===== src/rtl/rxf_pkg.sv =====
package rxf_pkg;
    localparam int REG_W      = 32;
    localparam int BYTE_W     = 8;
    localparam int NUM_CTRL   = 3;
    localparam logic [7:0] OFS_POP  = 8'h20;
    localparam logic [7:0] OFS_PEEK = 8'h24;
    localparam int BIT_AVAIL  = 16;
    localparam int BIT_TXIDLE = 22;
    localparam int BIT_TXRDY  = 24;
    localparam int RXCTRL_IDX = 2;
    localparam int RXEN_BIT   = 3;

    typedef enum logic [1:0] {
        FILL_EMPTY = 2'd0,
        FILL_PART  = 2'd1,
        FILL_FULL  = 2'd2
    } fill_t;
endpackage


===== src/rtl/rxf_fifo.sv =====
module rxf_fifo
    import rxf_pkg::*;
#(
    parameter int DEPTH = 16,
    parameter int W     = 8
) (
    input  logic         clk,
    input  logic         rst_n,
    input  logic         push_req,
    input  logic         pop_req,
    input  logic [W-1:0] din,
    output logic [W-1:0] head,
    output logic         not_empty
);
    localparam int IDX_W = $clog2(DEPTH);
    localparam int CNT_W = IDX_W + 1;

    logic [W-1:0]     mem [DEPTH];
    logic [IDX_W-1:0] wr_idx;
    logic [IDX_W-1:0] rd_idx;
    logic [CNT_W-1:0] count;
    fill_t            state, state_nx;
    logic             push_ok, pop_ok;

    assign push_ok = push_req && (state != FILL_FULL);
    assign pop_ok  = pop_req && (state != FILL_EMPTY);
    assign rd_idx  = wr_idx - count[IDX_W-1:0];

    always_ff @(posedge clk) begin
        if (push_ok) mem[wr_idx] <= din;
    end

    always_comb begin
        state_nx = state;
        unique case (state)
            FILL_EMPTY: if (push_ok) state_nx = FILL_PART;
            FILL_PART: begin
                if (push_ok && !pop_ok && count == CNT_W'(DEPTH - 1))
                    state_nx = FILL_FULL;
                else if (pop_ok && !push_ok && count == CNT_W'(1))
                    state_nx = FILL_EMPTY;
            end
            FILL_FULL: if (pop_ok) state_nx = FILL_PART;
            default:   state_nx = FILL_EMPTY;
        endcase
    end

    always_ff @(posedge clk or negedge rst_n) begin
        if (!rst_n) begin
            state  <= FILL_EMPTY;
            count  <= '0;
            wr_idx <= '0;
        end else begin
            state <= state_nx;
            if (push_ok) wr_idx <= wr_idx + 1'b1;
            if (push_ok && !pop_ok)      count <= count + 1'b1;
            else if (pop_ok && !push_ok) count <= count - 1'b1;
        end
    end

    always_comb begin
        head      = mem[rd_idx];
        not_empty = (state != FILL_EMPTY);
    end


    no_overflow_chk: assert property (@(posedge clk) disable iff (!rst_n)
        count <= CNT_W'(DEPTH));

    empty_state_chk: assert property (@(posedge clk) disable iff (!rst_n)
        (state == FILL_EMPTY) == (count == '0));

    full_state_chk: assert property (@(posedge clk) disable iff (!rst_n)
        (state == FILL_FULL) == (count == CNT_W'(DEPTH)));

    full_drop_chk: assert property (@(posedge clk) disable iff (!rst_n)
        (count == CNT_W'(DEPTH) && push_req && !pop_req) |=> $stable(wr_idx));

    empty_pop_chk: assert property (@(posedge clk) disable iff (!rst_n)
        (count == '0 && pop_req && !push_req) |=> (count == '0));

    push_pop_chk: assert property (@(posedge clk) disable iff (!rst_n)
        (push_req && pop_req && count != '0 && count != CNT_W'(DEPTH)) |=> $stable(count));
endmodule


===== src/rtl/rxf_ctrl_regs.sv =====
module rxf_ctrl_regs
    import rxf_pkg::*;
#(
    parameter int NREG = 3,
    parameter int W    = 32
) (
    input  logic                   clk,
    input  logic                   rst_n,
    input  logic [NREG-1:0]        wr_sel,
    input  logic [W-1:0]           wdata,
    output logic [NREG-1:0][W-1:0] q
);
    for (genvar g = 0; g < NREG; g++) begin : g_reg
        always_ff @(posedge clk or negedge rst_n) begin
            if (!rst_n)         q[g] <= '0;
            else if (wr_sel[g]) q[g] <= wdata;
        end
    end


    one_write_chk: assert property (@(posedge clk) disable iff (!rst_n)
        $onehot0(wr_sel));
endmodule


===== src/rtl/rxf_rdmux.sv =====
module rxf_rdmux
    import rxf_pkg::*;
#(
    parameter int NREG = 3,
    parameter int W    = 32
) (
    input  logic                   rd_en,
    input  logic [7:0]             addr,
    input  logic [NREG-1:0][W-1:0] ctrl_q,
    input  logic [BYTE_W-1:0]      head,
    input  logic                   not_empty,
    output logic [W-1:0]           rdata,
    output logic                   pop_req
);
    logic [W-1:0] stat_word;

    always_comb begin
        stat_word                = '0;
        stat_word[BYTE_W-1:0]    = head;
        stat_word[BIT_AVAIL]     = not_empty;
        stat_word[BIT_TXIDLE]    = 1'b1;
        stat_word[BIT_TXRDY]     = 1'b1;
    end

    always_comb begin
        rdata   = '0;
        pop_req = 1'b0;
        if (rd_en) begin
            if (addr == OFS_PEEK) begin
                rdata = stat_word;
            end else if (addr == OFS_POP) begin
                rdata   = stat_word;
                pop_req = 1'b1;
            end else begin
                for (int i = 0; i < NREG; i++)
                    if (addr == 8'(i * 4)) rdata = ctrl_q[i];
            end
        end
    end
endmodule


===== src/rtl/rx_regfront.sv =====
module rx_regfront
    import rxf_pkg::*;
#(
    parameter int DEPTH = 16
) (
    input  logic        clk,
    input  logic        rst_n,
    input  logic [7:0]  reg_addr,
    input  logic        reg_wr,
    input  logic        reg_rd,
    input  logic [31:0] reg_wdata,
    output logic [31:0] reg_rdata,
    input  logic        rx_valid,
    input  logic [7:0]  rx_data,
    output logic        rx_avail
);
    logic [NUM_CTRL-1:0]            wr_sel;
    logic [NUM_CTRL-1:0][REG_W-1:0] ctrl_q;
    logic [BYTE_W-1:0]              head;
    logic                           not_empty, pop_req, push_req;

    always_comb begin
        for (int i = 0; i < NUM_CTRL; i++)
            wr_sel[i] = reg_wr && (reg_addr == 8'(i * 4));
    end

    assign push_req = rx_valid && ctrl_q[RXCTRL_IDX][RXEN_BIT];

    rxf_ctrl_regs #(.NREG(NUM_CTRL), .W(REG_W)) u_regs (
        .clk(clk), .rst_n(rst_n), .wr_sel(wr_sel), .wdata(reg_wdata), .q(ctrl_q));

    rxf_fifo #(.DEPTH(DEPTH), .W(BYTE_W)) u_fifo (
        .clk(clk), .rst_n(rst_n), .push_req(push_req), .pop_req(pop_req),
        .din(rx_data), .head(head), .not_empty(not_empty));

    rxf_rdmux #(.NREG(NUM_CTRL), .W(REG_W)) u_mux (
        .rd_en(reg_rd), .addr(reg_addr), .ctrl_q(ctrl_q), .head(head),
        .not_empty(not_empty), .rdata(reg_rdata), .pop_req(pop_req));

    assign rx_avail = not_empty;


    fixed_flags_chk: assert property (@(posedge clk) disable iff (!rst_n)
        (reg_rd && (reg_addr == OFS_PEEK || reg_addr == OFS_POP)) |->
            (reg_rdata[BIT_TXRDY] && reg_rdata[BIT_TXIDLE]));

    avail_flag_chk: assert property (@(posedge clk) disable iff (!rst_n)
        (reg_rd && reg_addr == OFS_PEEK) |-> (reg_rdata[BIT_AVAIL] == rx_avail));

    rx_disabled_chk: assert property (@(posedge clk) disable iff (!rst_n)
        (!ctrl_q[RXCTRL_IDX][RXEN_BIT] && !rx_avail) |=> !rx_avail);
endmodule


===== config.mk =====
export PLATFORM = sky130hd
export DESIGN_NAME = rx_regfront
export DESIGN_NICKNAME = d
export VERILOG_FILES = /design/src/rtl/rxf_pkg.sv /design/src/rtl/rxf_fifo.sv /design/src/rtl/rxf_ctrl_regs.sv /design/src/rtl/rxf_rdmux.sv /design/src/rtl/rx_regfront.sv
export SDC_FILE = /design/constraint.sdc
export NUM_CORES = 1
export LEC_CHECK = 0
export ABC_AREA = 1
export BUFFER_PORTS_ARGS = -buffer_cell sky130_fd_sc_hd__buf_2
export CAP_MARGIN = 10
export CORE_MARGIN = 1
export CORE_UTILIZATION = 35
export CTS_BUF_LIST = sky130_fd_sc_hd__clkbuf_4
export DETAILED_ROUTE_END_ITERATION = 12
export SETUP_SLACK_MARGIN = 0.1
export SLEW_MARGIN = 15
export SYNTH_ARGS = -nofsm -noshare
export SYNTH_HDL_FRONTEND = slang
export SYNTH_SLANG_ARGS = --single-unit

===== constraint.sdc =====
create_clock -name clk -period 2.5 [get_ports clk]
set_input_delay 0.5 -clock clk [delete_from_list [all_inputs] [get_ports clk]]
set_output_delay 0.5 -clock clk [all_outputs]
set_load 0.1 [all_outputs]

==> results_dict.tcl, run 1 <==
set metrics [dict create \
    status "finished with violations" \
    violations "setup timing" \
    r2r_cells 13 \
    die_w_um 178.4 \
    synth_area_sq_um 10890 \
    maxSlewViolCount 0 \
    cts_tree "done" \
    via_per_inst 4.899 \
    rsz0062_at_grt "true" \
    worstHoldStart "reg_wdata[18]" \
    grt.total_usage_pct 18.37 \
    routed-via-count 8602 \
    syn-num-nets 1190 \
    fin_crit_sh_pct 136.5 \
    max_stage_delay_ns 0.54 \
    drc 0 \
    grt_max_degree 48 \
    gp_congestion 0.9414 \
    worstSetupEndpoint "reg_rdata[3]" \
    worst-path-max-fanout 8 \
    synthSimpleGateAreaFrac_pct 22.03 \
    arrival_ns 2.91 \
    finalInstanceArea_sq_um 14610 \
    worstMarginPinSlew_ns 0.5051 \
    hold_path_class "in2reg" \
    cap_viol_max_count 0 \
    fin_nets 1378 \
    end_kind "output port" \
    pwr_density_cell_nw_per_um2 994.4 \
    regArea_sq_um 6521 \
    yosys.area_share.xor_xnor_pct 0.9765 \
    start_util_pct 35.61 \
    cellLeakagePower_nw 6.387 \
    ys_seq_area_share_pct 59.87 \
    path_common_cell "nand2_1" \
    start_kind "flop" \
    die_area_sq_um 31830 \
    hpwl_um 18400 \
    multi_input_area_sq_um 4369 \
    dp.cells 1614 \
    crit_start "u_fifo.wr_idx[0]" \
    yosys_warnings 0 \
    core_area_sq_um 30590 \
    final_antenna_net_count 0 \
    synth_ff_type "edfxtp_1" \
    crit_chain "inv_2 -> ha_4 -> inv_2 -> fa_2 -> buf_12 -> buf_8 -> nand3_2 -> nand2_1 -> nand2_1 -> nand2_1 -> nand2_2 -> nand3_2 -> a21oi_4 -> buf_12" \
    antenna_found_initial 1 \
    synth-edff-count 128 \
    io_pins 86 \
    yosys_register_bits 235 \
    finalSetupViolCount 8 \
    wl_per_cell_um 16.50 \
    cp.required_ns 2.00 \
    slew_headroom_pct 66.56 \
    synth_top_family_by_area "simple AND/OR/NAND/NOR gates" \
    path_class "reg2out" \
    overflow 0 \
    vdd_drop_max_uv 560.0 \
    max_freq_mhz 293.0 \
    clockRootBuffer "clkbuf_4" \
    drt_iter0_drc 673 \
    syn_inst 1123 \
    yosys.cell_types.count 35 \
    yosysTopAreaCell "edfxtp_1" \
    synth_top_area_share_pct 35.29 \
    io_buffer_count 85 \
    ys_top_cells_by_area "edfxtp_1, dfrtp_1, nand2_1, nand3_1, inv_1" \
    placementRows 64 \
    synth_compound_area_share_pct 9.248 \
    first_global_vias 8461 \
    reg2reg_to "u_fifo.count[3]" \
    fin_skew_ns 0.03995 \
    postSynthAreaPerCell_sq_um 9.699 \
    fin_setup_tns_ns -7.153 \
    grt_pass1_wl_um 44710 \
    period_minus_slack_ns 3.413 \
    r2r-start "u_fifo.state[1]" \
    synthToLayoutAreaGrowth_pct 34.15 \
    die_h_um 178.4 \
    rrSetupSlack_ns 0.37 \
    cpMaxStageDelayCell "fa_2" \
    wirelength_um 28980 \
    clock_latency_ns 0.64 \
    n_fill_cell 2875 \
    clk_path_buf_depth 3 \
    drive_above_1_share_pct 34.36 \
    cts.htree.levels 3 \
    cts_inserted_buffers 67 \
    instances_no_fill 1756 \
    setup_slack_ns -0.9127 \
    clkTransAtPathRegs_ns 0.07 \
    first_pass_iters 5 \
    place_area_sq_um 12870 \
    final-hold-violation-count 0 \
    cts.sinks 235 \
    synthMuxAreaShare_pct 0 \
    async_flop_share_pct 45.53 \
    synth_fa_ha_area_share_pct 1.677 \
]
-- sequential cells by signal, indices dropped and copies added (netlist names) --
name and count:
u_fifo.count 5, u_fifo.wr_idx 4, u_fifo.state 2, u_fifo.mem 128, u_regs.q 96
-- synth_stat cells (15+ instances only) --
cell type	instances
inv_1	76
o21ai_0	51
nand2_1	408
a21oi_1	15
nand3_1	115
dfrtp_1	107
o21ai_2	32
o211ai_2	20
buf_2	27
nor2_1	40
o21ai_1	20
edfxtp_1	128
-- cells by family after synthesis --
logic type      Yosys count
buf+inv                 140
simple gates            579
compound gates          145
flops                   235
xor+xnor                 10
fa+ha+maj                14
-- worst min path at each step --
stage / endpoint / slack (ns) / cells after the start
after floorplan: u_fifo.count[0] / 0.20 / 0
after global placement: u_regs.q[75] / 0.42 / 1
after detailed placement: u_regs.q[75] / 0.42 / 1
after CTS: u_regs.q[50] / 0.05 / 3
after global routing: u_regs.q[63] / 0.09 / 3
final: u_regs.q[50] / 0.13 / 3
-- power by group --
part / total [mW] / internal [mW] / switching (mW)
combinational: 6.59 / 2.38 / 4.21
clock: 3.59 / 2.01 / 1.59
sequential: 4.35 / 4.24 / 0.107
-- worst max-delay path, delay by kind of cell (launching register included) --
kind / cells / cell delay (ns)
AOI/OAI and AO/OA: 1 / 0.07
adders and majority gates: 2 / 0.66
buffers and inverters: 5 / 0.62
DFF: 1 / 0.39
and+or+nand+nor: 6 / 0.53
-- metrics by stage --
stage,utilization (%),power (mW),hold slack [ns],setup WS [ns]
floorplan,-,8.252,0.2044,-0.3954
global placement,42.06,9.936,0.4210,-0.2631
detailed placement,42.06,9.922,0.4196,-0.3129
CTS,45.81,14.18,0.05383,-0.9446
global route,47.77,15.51,0.09002,-1.068
finish,47.77,14.53,0.1272,-0.9127
-- layout by cell type, fill, tap and decap left out, types with 50 or more instances in the layout --
cell type	synthesis	layout
buf_12	0	51
o21ai_0	51	51
buf_4	8	62
nand2_1	408	385
inv_1	76	51
buf_2	27	50
nand3_1	115	68
edfxtp_1	128	128
clkbuf_4	0	98
dfrtp_1	107	107
-- area by class of cell --
cell class | instances | area share (%)
flip-flops and latches | 235 | 44.63
multi-input cells | 748 | 29.90
repair buffers | 176 | 13.32
clock buffers | 98 | 5.035
well taps | 396 | 3.391
inverters | 82 | 2.706
clock inverters | 19 | 0.9163
repair inverters | 1 | 0.07707
diodes | 1 | 0.01713
-- layer usage --
layer / GRT usage, % / vias up / part of all wire, %
li1: - / 4150 / -
met4: 6.886 / 0 / 2.0
met2: 29.46 / 259 / 48
met3: 3.005 / 50 / 5.6
met1: 24.92 / 4143 / 45
met5: 0 / - / 0
-- what timing repair did --
| item | in CTS | in global routing |
|---|---|---|
| resized for setup | 43 | 86 |
| setup endpoints to repair | 26 | 30 |
| pin swaps | 18 | 26 |
| hold buffers | 1 | 0 |
| gates cloned | 2 | 3 |
| buffers inserted | 5 | 13 |
| endpoints found under the hold margin | 21 | 0 |
(Power assumes the default switching activity.)
==> run 2, diff against run 1 <==
Settings changed: ABC_CLOCK_PERIOD_IN_PS from default to 2500, CORE_UTILIZATION 35 to 56, PLACE_DENSITY from default to 0.78, SKIP_CTS_REPAIR_TIMING from default to 1.
==> results_dict.tcl, run 2 (synthesized netlist as in run 1, its figures left out) <==
set metrics [dict create \
    r2r-start "u_fifo.state[1]" \
    grt_pass1_wl_um 42770 \
    overflow 0 \
    max_freq_mhz 283.7 \
    placementRows 50 \
    clk_path_buf_depth 3 \
    rrSetupSlack_ns 0.39 \
    fin_skew_ns 0.02685 \
    n_fill_cell 1229 \
    slew_headroom_pct 66.97 \
    core_area_sq_um 18890 \
    die_area_sq_um 20010 \
    final-hold-violation-count 0 \
    clkTransAtPathRegs_ns 0.07 \
    io_buffer_count 85 \
    end_kind "output port" \
    routed-via-count 8912 \
    fin_setup_tns_ns -8.022 \
    worstHoldStart "reg_wdata[8]" \
    cts.sinks 235 \
    finalSetupViolCount 8 \
    wirelength_um 28690 \
    start_util_pct 57.65 \
    regMostFlops "u_fifo.mem" \
    cellLeakagePower_nw 6.533 \
    setup_slack_ns -1.024 \
    cts_tree "done" \
    start_kind "flop" \
    grt_max_degree 54 \
    synthToLayoutAreaGrowth_pct 29.62 \
    die_w_um 141.5 \
    cap_viol_max_count 0 \
    cp.required_ns 2.00 \
    via_per_inst 5.580 \
    path_class "reg2out" \
    rsz0062_at_grt "true" \
    status "finished with violations" \
    arrival_ns 3.02 \
    r2r_cells 12 \
    wl_per_cell_um 17.97 \
    antenna_found_initial 1 \
    crit_chain "ha_4 -> inv_2 -> fa_2 -> buf_6 -> clkbuf_16 -> nand3_1 -> nand2_1 -> nand2_1 -> nand2_1 -> nand2_1 -> nand3_2 -> a21oi_4 -> buf_12" \
    final_antenna_net_count 0 \
    hpwl_um 17970 \
    mostFrequentLayoutCells "nand2_1, edfxtp_1, dfrtp_1, clkbuf_4, nand3_1" \
    violations "setup timing" \
    fin_crit_sh_pct 141.0 \
    worstMarginPinSlew_ns 0.4954 \
    cts.htree.levels 2 \
    first_global_vias 8585 \
    cts_inserted_buffers 59 \
    clock_latency_ns 0.69 \
    drc 0 \
    first_pass_iters 5 \
    die_h_um 141.5 \
    io_pins 86 \
    drive_above_1_share_pct 32.41 \
    gp_congestion 0.8537 \
    reg_top3 "u_fifo.mem: 128 flops, u_regs.q: 96 flops, u_fifo.count: 5 flops" \
    max_stage_delay_ns 0.48 \
    whs_endpoint "u_regs.q[40]" \
    utilization_pct 74.72 \
    pre_cts_slack_ns -0.3242 \
    worst-path-max-fanout 8 \
    reg2reg_to "u_fifo.count[3]" \
    largest_reg_flops 128 \
    grt.total_usage_pct 27.67 \
    vdd_drop_max_uv 726.4 \
    cpMaxStageDelayCell "fa_2" \
    period_minus_slack_ns 3.524 \
    fin_nets 1357 \
    hold_path_class "in2reg" \
    holdPathStages 3 \
    final_common_cell "nand2_1" \
    path_common_cell "nand2_1" \
    pwr_density_cell_nw_per_um2 988.3 \
    clockRootBuffer "clkbuf_4" \
    drt_iter0_drc 858 \
    maxSlewViolCount 0 \
]
## run 2: stage by stage
step	hold slack (ns)	cells	cell area [sq um]	power, mW
after detailed placement	0.4453	1471	12670	9.810
after CTS	-0.2908	1578	13400	12.91
after global placement	0.4444	1471	12670	9.633
after global routing	0.05439	1597	14120	14.82
after floorplan	0.2044	1123	11180	8.252
final	0.1007	1597	14120	13.95
## run 2: per-layer routing
metal / GRT usage (%) / wire length (um)
met1: 37.45 / 11590
met2: 44.58 / 13900
met3: 4.387 / 2410
met4: 12.22 / 795
met5: 0 / 0
## run 2: where the power goes
| group | total [mW] | switching (mW) | leakage, nW | internal, mW |
|---|---|---|---|---|
| Combinational | 6.46 | 4.12 | 3.48 | 2.34 |
| Clock | 3.14 | 1.55 | 0.449 | 1.59 |
| Sequential | 4.35 | 0.115 | 2.60 | 4.24 |
| Total | 14.0 | 5.78 | 6.53 | 8.17 |
## run 2: how the worst max path moves through the flow
stage	from	cells past startpoint	slack, ns	endpoint
2_1_floorplan	u_fifo.wr_idx[0]	14	-0.40	reg_rdata[0]
3_3_place_gp	u_fifo.wr_idx[0]	13	-0.24	reg_rdata[5]
3_5_place_dp	u_fifo.wr_idx[0]	13	-0.32	reg_rdata[0]
4_1_cts	u_fifo.wr_idx[0]	13	-1.06	reg_rdata[0]
5_1_grt	u_fifo.wr_idx[0]	14	-1.17	reg_rdata[7]
6_report	u_fifo.count[0]	13	-1.02	reg_rdata[2]
## run 2: worst max-delay path, delay by kind of cell, from the launching register on
family / cells / cell delay, ns
simple gates: 6 / 0.48
buf+inv: 4 / 0.61
flops: 1 / 0.41
fa+ha+maj: 2 / 0.65
compound gates: 1 / 0.22
## run 2: cell type report
class	instances	area [sq um]	share of cell area [%]
Antenna cell	1	2.502	0.01773
Clock buffer	87	653.1	4.626
Clock inverter	20	80.08	0.5672
Inverter	82	395.4	2.801
Multi-Input combinational cell	748	4324	30.63
Sequential cell	235	6521	46.19
Tap cell	260	325.3	2.304
Timing Repair Buffer	162	1798	12.74
Timing Repair inverter	2	17.52	0.1241
